==> config.mk <==
export PLATFORM = sky130hd
export DESIGN_NAME = mc_motion_top
export DESIGN_NICKNAME = d
export VERILOG_FILES = /design/src/rtl/mc_pkg.sv /design/src/rtl/mc_debounce.sv /design/src/rtl/mc_axis_acc.sv /design/src/rtl/mc_motion_top.sv
export SDC_FILE = /design/constraint.sdc
export NUM_CORES = 1
export LEC_CHECK = 0
export BUFFER_PORTS_ARGS = -buffer_cell sky130_fd_sc_hd__buf_4
export CAP_MARGIN = 30
export CORE_AREA = 10 10 147 149
export CTS_CLUSTER_DIAMETER = 60
export DETAILED_ROUTE_END_ITERATION = 8
export DIE_AREA = 0 0 157 159
export GPL_TIMING_DRIVEN = 0
export HOLD_SLACK_MARGIN = 0.08
export PLACE_DENSITY_LB_ADDON = 0.05
export SYNTH_ARGS = -nofsm -noshare
export SYNTH_HDL_FRONTEND = slang
export SYNTH_SLANG_ARGS = --single-unit
==> constraint.sdc <==
create_clock -name clk -period 4.8 [get_ports clk]
set_input_delay 0.48 -clock clk [delete_from_list [all_inputs] [get_ports clk]]
set_output_delay 0.48 -clock clk [all_outputs]
set_load 0.01 [all_outputs]
==> src/rtl/mc_pkg.sv <==
`timescale 1ns/1ps
package mc_pkg;

    // Stepped acceleration curve applied to a movement magnitude.
    function automatic int unsigned remap_mag(input int unsigned m);
        int unsigned r;
        case (m)
            0:       r = 0;
            1:       r = 1;
            2:       r = 1;
            3:       r = 3;
            4:       r = 6;
            5:       r = 9;
            default: r = 2 * m;
        endcase
        return r;
    endfunction

endpackage

==> src/rtl/mc_debounce.sv <==
`timescale 1ns/1ps
module mc_debounce #(
    parameter int CNT = 420
) (
    input  logic clk,
    input  logic rst_n,
    input  logic raw,
    output logic stable
);
    localparam int CW = $clog2(CNT + 1);

    typedef struct packed {
        logic [CW-1:0] cnt;
        logic          st;
    } db_t;

    db_t db_d, db_q;

    always_comb begin
        db_d = db_q;
        if (raw == db_q.st) begin
            db_d.cnt = '0;
        end else if (db_q.cnt == CW'(CNT - 1)) begin
            db_d.st  = raw;
            db_d.cnt = '0;
        end else begin
            db_d.cnt = db_q.cnt + 1'b1;
        end
    end

    always_ff @(posedge clk) begin
        if (!rst_n) db_q <= '0;
        else        db_q <= db_d;
    end

    assign stable = db_q.st;

    // a raw level equal to the debounced one never moves it
    p_hold_r3: assert property (@(posedge clk) disable iff (!rst_n)
        (raw == db_q.st) |=> $stable(db_q.st));

endmodule

==> src/rtl/mc_axis_acc.sv <==
`timescale 1ns/1ps
module mc_axis_acc #(
    parameter int W = 9
) (
    input  logic         clk,
    input  logic         rst_n,
    input  logic         inc,
    input  logic         dec,
    input  logic         clr,
    output logic [W-1:0] acc,
    output logic         ovf
);
    localparam logic [W-1:0] MAXV = {1'b0, {(W-1){1'b1}}};
    localparam logic [W-1:0] MINV = {1'b1, {(W-1){1'b0}}};

    typedef struct packed {
        logic [W-1:0] acc;
        logic         ovf;
    } ax_t;

    ax_t ax_d, ax_q;

    always_comb begin
        ax_d = ax_q;
        if (clr) begin
            ax_d = '0;
        end else if (inc && !dec) begin
            if (ax_q.acc == MAXV) ax_d.ovf = 1'b1;
            else                  ax_d.acc = ax_q.acc + 1'b1;
        end else if (dec && !inc) begin
            if (ax_q.acc == MINV) ax_d.ovf = 1'b1;
            else                  ax_d.acc = ax_q.acc - 1'b1;
        end
    end

    always_ff @(posedge clk) begin
        if (!rst_n) ax_q <= '0;
        else        ax_q <= ax_d;
    end

    assign acc = ax_q.acc;
    assign ovf = ax_q.ovf;

    // an up step below the limit moves the count by exactly one
    p_step_up_r1: assert property (@(posedge clk) disable iff (!rst_n)
        (!clr && inc && !dec && ax_q.acc != MAXV) |=> (ax_q.acc == W'($past(ax_q.acc) + 1'b1)));

    // saturation at the upper limit with the flag raised
    p_sat_hi_r2: assert property (@(posedge clk) disable iff (!rst_n)
        (!clr && inc && !dec && ax_q.acc == MAXV) |=> (ax_q.acc == MAXV && ax_q.ovf));

    // overflow flag is sticky until a clear
    p_ovf_sticky_r2: assert property (@(posedge clk) disable iff (!rst_n)
        (ax_q.ovf && !clr) |=> ax_q.ovf);

    // a clear empties the axis
    p_clr_r9: assert property (@(posedge clk) disable iff (!rst_n)
        clr |=> (ax_q.acc == '0 && !ax_q.ovf));

endmodule

==> src/rtl/mc_motion_top.sv <==
`timescale 1ns/1ps
module mc_motion_top #(
    parameter int W          = 9,
    parameter int DEB_CYCLES = 420,
    parameter int NBTN       = 3
) (
    input  logic            clk,
    input  logic            rst_n,
    input  logic            sens_up,
    input  logic            sens_dn,
    input  logic            sens_lt,
    input  logic            sens_rt,
    input  logic [NBTN-1:0] btn_raw,
    input  logic            stream_mode,
    input  logic            autospeed,
    input  logic            sample_tick,
    input  logic            cmd_clr,
    input  logic            rpt_sent,
    input  logic            resend_pend,
    output logic [W-1:0]    mot_x,
    output logic [W-1:0]    mot_y,
    output logic            ovf_x,
    output logic            ovf_y,
    output logic [NBTN-1:0] btn,
    output logic            rep_valid
);
    localparam int NSENS = 4;

    typedef struct packed {
        logic [NSENS-1:0] prev;   // {up, dn, lt, rt}
        logic             pend;
        logic [W-1:0]     rx;
        logic [W-1:0]     ry;
        logic             vld;
    } top_t;

    top_t st_d, st_q;

    logic [NSENS-1:0] sens_now;
    logic [NSENS-1:0] tg;
    logic             clr_eff;
    logic [W-1:0]     acc_x, acc_y;

    function automatic logic [W-1:0] speed_map(input logic [W-1:0] v);
        int unsigned mag, res, lim;
        mag = v[W-1] ? ((32'd1 << W) - 32'(v)) : 32'(v);
        res = mc_pkg::remap_mag(mag);
        lim = v[W-1] ? (32'd1 << (W - 1)) : ((32'd1 << (W - 1)) - 32'd1);
        if (res > lim) res = lim;
        return v[W-1] ? W'((32'd1 << W) - res) : W'(res);
    endfunction

    assign sens_now = {sens_up, sens_dn, sens_lt, sens_rt};
    assign tg       = sens_now ^ st_q.prev;
    assign clr_eff  = (cmd_clr | rpt_sent | st_q.pend) & ~resend_pend;

    always_comb begin
        st_d      = st_q;
        st_d.prev = sens_now;
        st_d.pend = resend_pend & (st_q.pend | cmd_clr | rpt_sent);
        if (stream_mode) begin
            st_d.vld = sample_tick;
            if (sample_tick) begin
                st_d.rx = autospeed ? speed_map(acc_x) : acc_x;
                st_d.ry = autospeed ? speed_map(acc_y) : acc_y;
            end
        end else begin
            st_d.vld = 1'b0;
            st_d.rx  = acc_x;
            st_d.ry  = acc_y;
        end
    end

    always_ff @(posedge clk) begin
        if (!rst_n) st_q <= '0;
        else        st_q <= st_d;
    end

    mc_axis_acc #(.W(W)) u_ax_x (
        .clk(clk), .rst_n(rst_n), .inc(tg[0]), .dec(tg[1]), .clr(clr_eff),
        .acc(acc_x), .ovf(ovf_x)
    );

    mc_axis_acc #(.W(W)) u_ax_y (
        .clk(clk), .rst_n(rst_n), .inc(tg[3]), .dec(tg[2]), .clr(clr_eff),
        .acc(acc_y), .ovf(ovf_y)
    );

    for (genvar gi = 0; gi < NBTN; gi++) begin : g_btn
        mc_debounce #(.CNT(DEB_CYCLES)) u_db (
            .clk(clk), .rst_n(rst_n), .raw(btn_raw[gi]), .stable(btn[gi])
        );
    end

    assign mot_x     = st_q.rx;
    assign mot_y     = st_q.ry;
    assign rep_valid = st_q.vld;

    // a stream tick produces a valid pulse
    p_tick_valid_r5: assert property (@(posedge clk) disable iff (!rst_n)
        (stream_mode && sample_tick) |=> rep_valid);

    // remote mode never flags a report
    p_remote_quiet_r8: assert property (@(posedge clk) disable iff (!rst_n)
        !stream_mode |=> !rep_valid);

    // remote report follows the accumulator one cycle late
    p_remote_track_r8: assert property (@(posedge clk) disable iff (!rst_n)
        !stream_mode |=> (mot_x == $past(acc_x) && mot_y == $past(acc_y)));

    // with a resend outstanding and no motion, counts do not move
    p_hold_clr_r10: assert property (@(posedge clk) disable iff (!rst_n)
        (resend_pend && tg == '0) |=> ($stable(acc_x) && $stable(acc_y)));

endmodule

After elaboration in Yosys (flattened, before gate mapping)

Cells that the tools add are included.

$add $sub $neg: 11
$lt $le $gt $ge: 2
Equality and inequality tests: 27
Multiplexer cells: 34
Bitwise logic cells: 12
Reductions and logical operators: 28

Operator list:

| operator                                          | number |
|---|---|
| case mux 32 bit (5 select lines)                  | 2 |
| two-way mux 32 bit                                | 6 |
| two-way mux 9 bit                                 | 16 |
| == test 32 x 2 -> 1 bit, second input constant    | 4 |
| == test 32 x 3 -> 1 bit, second input constant    | 4 |
| == test 32 x 1 -> 1 bit, second input constant    | 2 |
| > comparator 32 x 9 -> 1 bit                      | 2 |
| zero test 32 bit                                  | 2 |
| adder 9 x 1 -> 9 bit, second input constant       | 5 |
| == test 9 bit, second input constant              | 5 |
| two-way mux 10 bit                                | 4 |
| subtractor 10 x 9 -> 11 bit, first input constant | 2 |
| two-way mux 19 bit                                | 1 |
| == test 9 x 8 -> 1 bit, second input constant     | 2 |
| two-way mux 18 bit                                | 1 |
| subtractor 1 x 9 -> 9 bit, first input constant   | 2 |
| subtractor 9 x 1 -> 9 bit, second input constant  | 2 |
| AND reduction 3 bit                               | 4 |
| OR reduction 3 bit                                | 3 |
| != test 2 bit, second input constant              | 4 |
| AND reduction 2 bit                               | 4 |
| nonzero test 2 bit                                | 4 |
| != test 2 x 1 -> 1 bit, second input constant     | 3 |
| OR reduction 2 bit                                | 3 |
| 8 further kinds                                   | 27 |

Bits in registers: 74
Input bits: 15
Output and inout bits: 24
Word-level logic and storage cells: 129

Depth between registers and ports, before layout

Depth in word-level cells: 16
Depth in mapped cells: 25
Depth with buffers taken out: 22

Hierarchy

A second synthesis with hierarchy kept.

Cells, all modules: 735
Area total of the unflattened synthesis: 6180.9 sq um

By module, submodules not included:

| module        | times used | cells an instance | area an instance (sq um) | sequential area each (sq um) |
|---|---|---|---|---|
| mc_motion_top | 1          | 411               | 3194.3                   | 480.5 |
| mc_axis_acc   | 2          | 90                | 808.3                    | 200.2 |
| mc_debounce   | 3          | 48                | 456.7                    | 200.2 |

Worst setup path after synthesis

OpenSTA, ideal clock, no wires.

Path kind: register to register
Start: register u_ax_y.ax_q, in the netlist u_ax_y.acc[0]
End: register st_q, in the netlist mot_y[4]
Library setup time: 0.070 ns
Data arrival time: 4.653 ns
Data required time: 4.730 ns
Slack: 0.077 ns
Stages on the path, launching flop included: 23
Buffers on the path: 2
Period minus slack after synthesis: 4.723 ns
Cell sequence: dfxtp_1 -> buf_6 -> inv_1 -> ha_1 -> or4b_4 -> nor2_1 -> nor2_1 -> o31ai_2 -> nor2_2 -> mux2i_1 -> ha_1 -> nor2b_1 -> o21bai_1 -> a31oi_1 -> o41ai_1 -> nand2_1 -> clkbuf_1 -> o21ai_0 -> ha_1 -> nand2_1 -> a211oi_1 -> o221ai_1 -> a21oi_1

Longest elaborated chain between the ends: 16
Elaborated cells between the ends (all ways): 21
Classes of those cells: add/sub: 2; order compare: 1; eq/ne: 5; mux: 11; reduce/logical: 2

RTL lines:

| element                                                                   | line                | source |
|---|---|---|
| start, declared                                                           | mc_axis_acc.sv:21   | `ax_t ax_d, ax_q;` |
| start signal, assigned                                                    | mc_axis_acc.sv:37   | `if (!rst_n) ax_q <= '0;` |
| start signal, assigned                                                    | mc_axis_acc.sv:38   | `else ax_q <= ax_d;` |
| subtractor 10 x 9 -> 11 bit                                               | mc_motion_top.sv:46 | `mag = v[W-1] ? ((32'd1 << W) - 32'(v)) : 32'(v);` |
| two-way mux 32 bit *                                                      | mc_motion_top.sv:46 |  |
| == test 32 x 2 -> 1 bit / == test 32 x 1 -> 1 bit (equally long branches) | mc_pkg.sv:7         | `case (m)` |
| OR reduction 2 bit (no line)                                              | n/a                 |  |
| case mux 32 bit (5 select lines) *                                        | mc_pkg.sv:7         |  |
| two-way mux 32 bit *                                                      | mc_motion_top.sv:63 | `if (sample_tick) begin` |
| two-way mux 32 bit *                                                      | mc_motion_top.sv:61 | `if (stream_mode) begin` |
| > comparator 32 x 9 -> 1 bit                                              | mc_motion_top.sv:49 | `if (res > lim) res = lim;` |
| two-way mux 9 bit *                                                       | mc_motion_top.sv:49 |  |
| two-way mux 9 bit *                                                       | mc_motion_top.sv:63 |  |
| two-way mux 9 bit *                                                       | mc_motion_top.sv:61 |  |
| subtractor 1 x 9 -> 9 bit                                                 | mc_motion_top.sv:50 | `return v[W-1] ? W'((32'd1 << W) - res) : W'(res);` |
| two-way mux 9 bit *                                                       | mc_motion_top.sv:50 |  |
| two-way mux 9 bit *                                                       | mc_motion_top.sv:65 | `st_d.ry = autospeed ? speed_map(acc_y) : acc_y;` |
| two-way mux 18 bit *                                                      | mc_motion_top.sv:63 |  |
| two-way mux 19 bit *                                                      | mc_motion_top.sv:61 |  |
| end signal, assigned                                                      | mc_motion_top.sv:76 | `else st_q <= st_d;` |
| end, declared                                                             | mc_motion_top.sv:37 | `top_t st_d, st_q;` |

Mark *: on every way between the ends. The rest lies on a longest branch, timed or not. The select of a mux whose other input is x is not followed.
A chain may end at the register's enable or synchronous reset.

Worst setup path in the final report

Start: register u_ax_x.ax_q, in the netlist u_ax_x.acc[3]
End: register st_q, in the netlist mot_x[2]

Longest elaborated chain between the ends: 16
Elaborated cells between the ends (all ways): 21
Classes of those cells: add/sub: 2; order compare: 1; eq/ne: 5; mux: 11; reduce/logical: 2

RTL lines:

| element                                                                   | line                | source |
|---|---|---|
| start, declared                                                           | mc_axis_acc.sv:21   |  |
| start signal, assigned                                                    | mc_axis_acc.sv:37   |  |
| start signal, assigned                                                    | mc_axis_acc.sv:38   |  |
| subtractor 10 x 9 -> 11 bit                                               | mc_motion_top.sv:46 |  |
| two-way mux 32 bit *                                                      | mc_motion_top.sv:46 |  |
| == test 32 x 2 -> 1 bit / == test 32 x 1 -> 1 bit (equally long branches) | mc_pkg.sv:7         |  |
| OR reduction 2 bit (no line)                                              | n/a                 |  |
| case mux 32 bit (5 select lines) *                                        | mc_pkg.sv:7         |  |
| two-way mux 32 bit *                                                      | mc_motion_top.sv:63 |  |
| two-way mux 32 bit *                                                      | mc_motion_top.sv:61 |  |
| > comparator 32 x 9 -> 1 bit                                              | mc_motion_top.sv:49 |  |
| two-way mux 9 bit *                                                       | mc_motion_top.sv:49 |  |
| two-way mux 9 bit *                                                       | mc_motion_top.sv:63 |  |
| two-way mux 9 bit *                                                       | mc_motion_top.sv:61 |  |
| subtractor 1 x 9 -> 9 bit                                                 | mc_motion_top.sv:50 |  |
| two-way mux 9 bit *                                                       | mc_motion_top.sv:50 |  |
| two-way mux 9 bit *                                                       | mc_motion_top.sv:64 | `st_d.rx = autospeed ? speed_map(acc_x) : acc_x;` |
| two-way mux 18 bit *                                                      | mc_motion_top.sv:63 |  |
| two-way mux 19 bit *                                                      | mc_motion_top.sv:61 |  |

Marked as above.

==> key figures <==
Run status
  – Outcome: completed

Drt
  – Vias: 5,084
  – Total Wirelength: around 16 mm
  – Post-route ant nets: 0
  – Initial DRC count: roughly 280
  – WL/cell: around 16 µm
  – Drt pass-1 iters: 8
  – Avg Vias per Cell: between 5 and 6
  – Drt drc: 0

Run
  – Max cap viols: 0

Yosys
  – Synth area leader: dfxtp_1
  – Synth cell types: between 70 and 80
  – Number of synthesized register bits: between 70 and 80
  – Syn Nets: 754
  – Sequential fraction of the synthesis area: between 20% and 30%
  – Synthesized cell area: 5540 µm²
  – Avg Inst Size Synth: 8.01 µm²
  – Ys Warns: 0
  – Cells after Synth: a little under 700
  – Post-synth EDFFs: 0
  – Synth Flop Type: dfxtp_1
  – Share of the synthesized area in the top cell type: around a quarter
  – Largest cells by area after synthesis: dfxtp_1 (27%), ha_1 (10%), nor2_1 (5.8%)
  – Synth async-reset ratio: 0%

Global route
  – Initial antenna violation count: 0
  – First-pass GRT wire length: 26.4 mm
  – Global Route Usage Sum: about an eighth
  – Pin count of the biggest net entering global routing: 14
  – Total gr overflow: 0
  – Vias in the first global route: 4,950

Timing
  – Max-slew headroom: just under 40%
  – Period Utilization, post-route: 94.7%
  – Fmax achieved: approximately 220 MHz
  – Pins Over Slew Limit: 0
  – Final hold vios: 0
  – Worst-Margin Slew: around 0.9 ns
  – Unrepaired setup endpoints after global routing: yes
  – Clock Skew: about 0.0070 ns
  – Setup TNS Final: 0 ns
  – Final setup vio count: 0
  – Crit path time final: 4.55 ns

Worst setup path
  – Critical Path RT: approximately 5 ns
  – CP startpoint kind: register
  – R2R Setup Slk: 0.25 ns
  – Crit end category: register
  – Crit path kind: reg -> reg
  – Worst Path Arrival: about 4.8 ns
  – Maximum fanout along the worst path: 8
  – Depth of the most critical reg-to-reg path: 21

Place
  – I/O Buffers: 38
  – DPL Wire Length: 12.2 mm
  – Post-Place Cell Area: approximately 6100 µm²
  – GPL Wtd Cong: ~0.84
  – Placed insts: around 970

Layout
  – Layout cells sized above 1: between 10% and 20%
  – Fin util: a little over a third
  – Layout area overhead: 21.9%
  – Leading cell type in the layout, fill and taps excluded: nor2_1
  – Number of fill cells: around 2,000
  – Design area: 6760 µm²
  – Fin nets: 822
  – Commonest non-fill, non-tap cells in the layout: nor2_1 (84), buf_4 (80), dfxtp_1 (70)
  – Inserted Diodes: 0
  – Post-route insts no fill: about 1,000

CTS
  – Clk sinks: 74
  – Clock buffer count from CTS: 9
  – CTS tree: built
  – CTS Hold Bufs: 0
  – H-tree levels: 3
  – CTS max path bufs: 2
  – Clk_lat worst skew: 0.34 ns
  – Worst-path clk slew: 0.06 ns
  – Root Driver: clkbuf_16

Power and ir drop
  – PnR Total Power: around 3.3 mW
  – Peak VDD IR: 280 µV
  – LEAKAGE: between 2 and 3 nW
  – Power Density: between 400 and 500 nW/µm²

Floorplan
  – Core area: between 15,000 and 20,000 µm²
  – Initial core utilization: ~30%
  – Die Wd: ~160 µm
  – Die Height: about 160 µm
  – Area of the die: roughly 25,000 µm²
  – Top Ports: 39
  – Number of cell rows: 50

Min path
  – Hold depth: 2
  – HP Class: in -> reg
-- metrics by stage --
step	setup slack (ns)	hold slack (ns)
4_1_cts	0.0206	0.339
6_report	0.254	0.360
5_1_grt	-0.0258	0.345
2_1_floorplan	0.0772	0.426
3_3_place_gp	-1.28	0.448
3_5_place_dp	-0.883	0.453
-- report_power, final --
part           total (mW)  internal [mW]  switching, mW
clock               0.786          0.510          0.276
sequential          0.744          0.673         0.0707
combinational        1.79          0.795          0.994
total                3.32           1.98           1.34
-- critical path, cell delays in order (launching register included) --
cell and delay [ns]:
dfxtp_1 0.47, nor3_4 0.28, nand2_1 0.10, or4b_1 0.47
buf_4 0.19, nor3b_4 0.17, and2_4 0.21, nand3_1 0.12
nand2_1 0.12, ha_1 0.31, and4_1 0.18, a31oi_1 0.16
o211ai_1 0.17, buf_4 0.20, nor2_2 0.13, a41oi_2 0.10
ha_4 0.26, inv_1 0.11, nand4_1 0.10, mux2_1 0.34
a22oi_2 0.14, a21oi_1 0.09
-- per-layer routing --
layer	GRT usage (%)	vias to the layer above	routed length, µm	share of wire, %
li1	-	2584	-	-
met1	17.9	2373	8110	50
met2	19.5	113	6980	43
met3	3.05	14	883	5.5
met4	3.35	0	178	1.1
met5	0	-	0	0
-- layout make-up --
cell class,count,area [µm²],area share (%)
buffer,54,327,4.83
inverter,31,120,1.78
timing repair buffer,57,425,6.29
tap,234,293,4.33
clock buffer,10,229,3.39
multi-input combinational,533,3770,55.7
sequential,74,1490,22.0
clock inverter,6,113,1.67
-- cell usage after synthesis, types with 4 or more instances --
master and instances:
a211oi_1 21, a21o_1 8, a21oi_1 51, a31oi_1 8, and2_1 8, and3_1 15, buf_2 6, buf_4 21
clkbuf_1 24, dfxtp_1 74, ha_1 45, inv_1 29, mux2i_1 16, nand2_1 35, nand2b_1 6, nand3_1 32
nand4_1 4, nor2_1 86, nor3_1 13, nor4_1 4, o211ai_1 5, o21ai_0 35, o21bai_1 9, o22ai_1 5
or3_1 5, xnor2_1 35, xor2_1 27
-- path summary, 6_finish.rpt --
check                                           start                    end
worst min-delay path                          sens_dn               st_q[22]
worst min register to register  g_btn[2].u_db.db_q[1]  g_btn[2].u_db.db_q[1]
worst max register to register          u_ax_x.acc[3]               mot_x[2]
worst max-delay path                    u_ax_x.acc[3]               mot_x[2]
-- kinds of logic after synthesis --
logic type	synth area share (%)
compound gates	21.1
xor+xnor	9.79
fa+ha+maj	10.9
buf+inv	7.58
flops	26.7
mux	3.29
simple gates	20.6
-- sequential cells by signal (all words and copies together), names as in the netlist --
name and count:
rep_valid 1, mot_x 9, st_q 5, mot_y 9
g_btn.u_db.stable 3, u_ax_x.ovf 1, u_ax_y.ovf 1, u_ax_y.acc 9
u_ax_x.acc 9, g_btn.u_db.db_q 27
-- timing repair --
| action | CTS | global route |
|---|---|---|
| pin swaps | 11 | 12 |
| endpoints found under the setup margin | 15 | 11 |
| gates resized for setup | 24 | 24 |
| setup buffers | 10 | 8 |
Power figures use the tool's default switching activity.
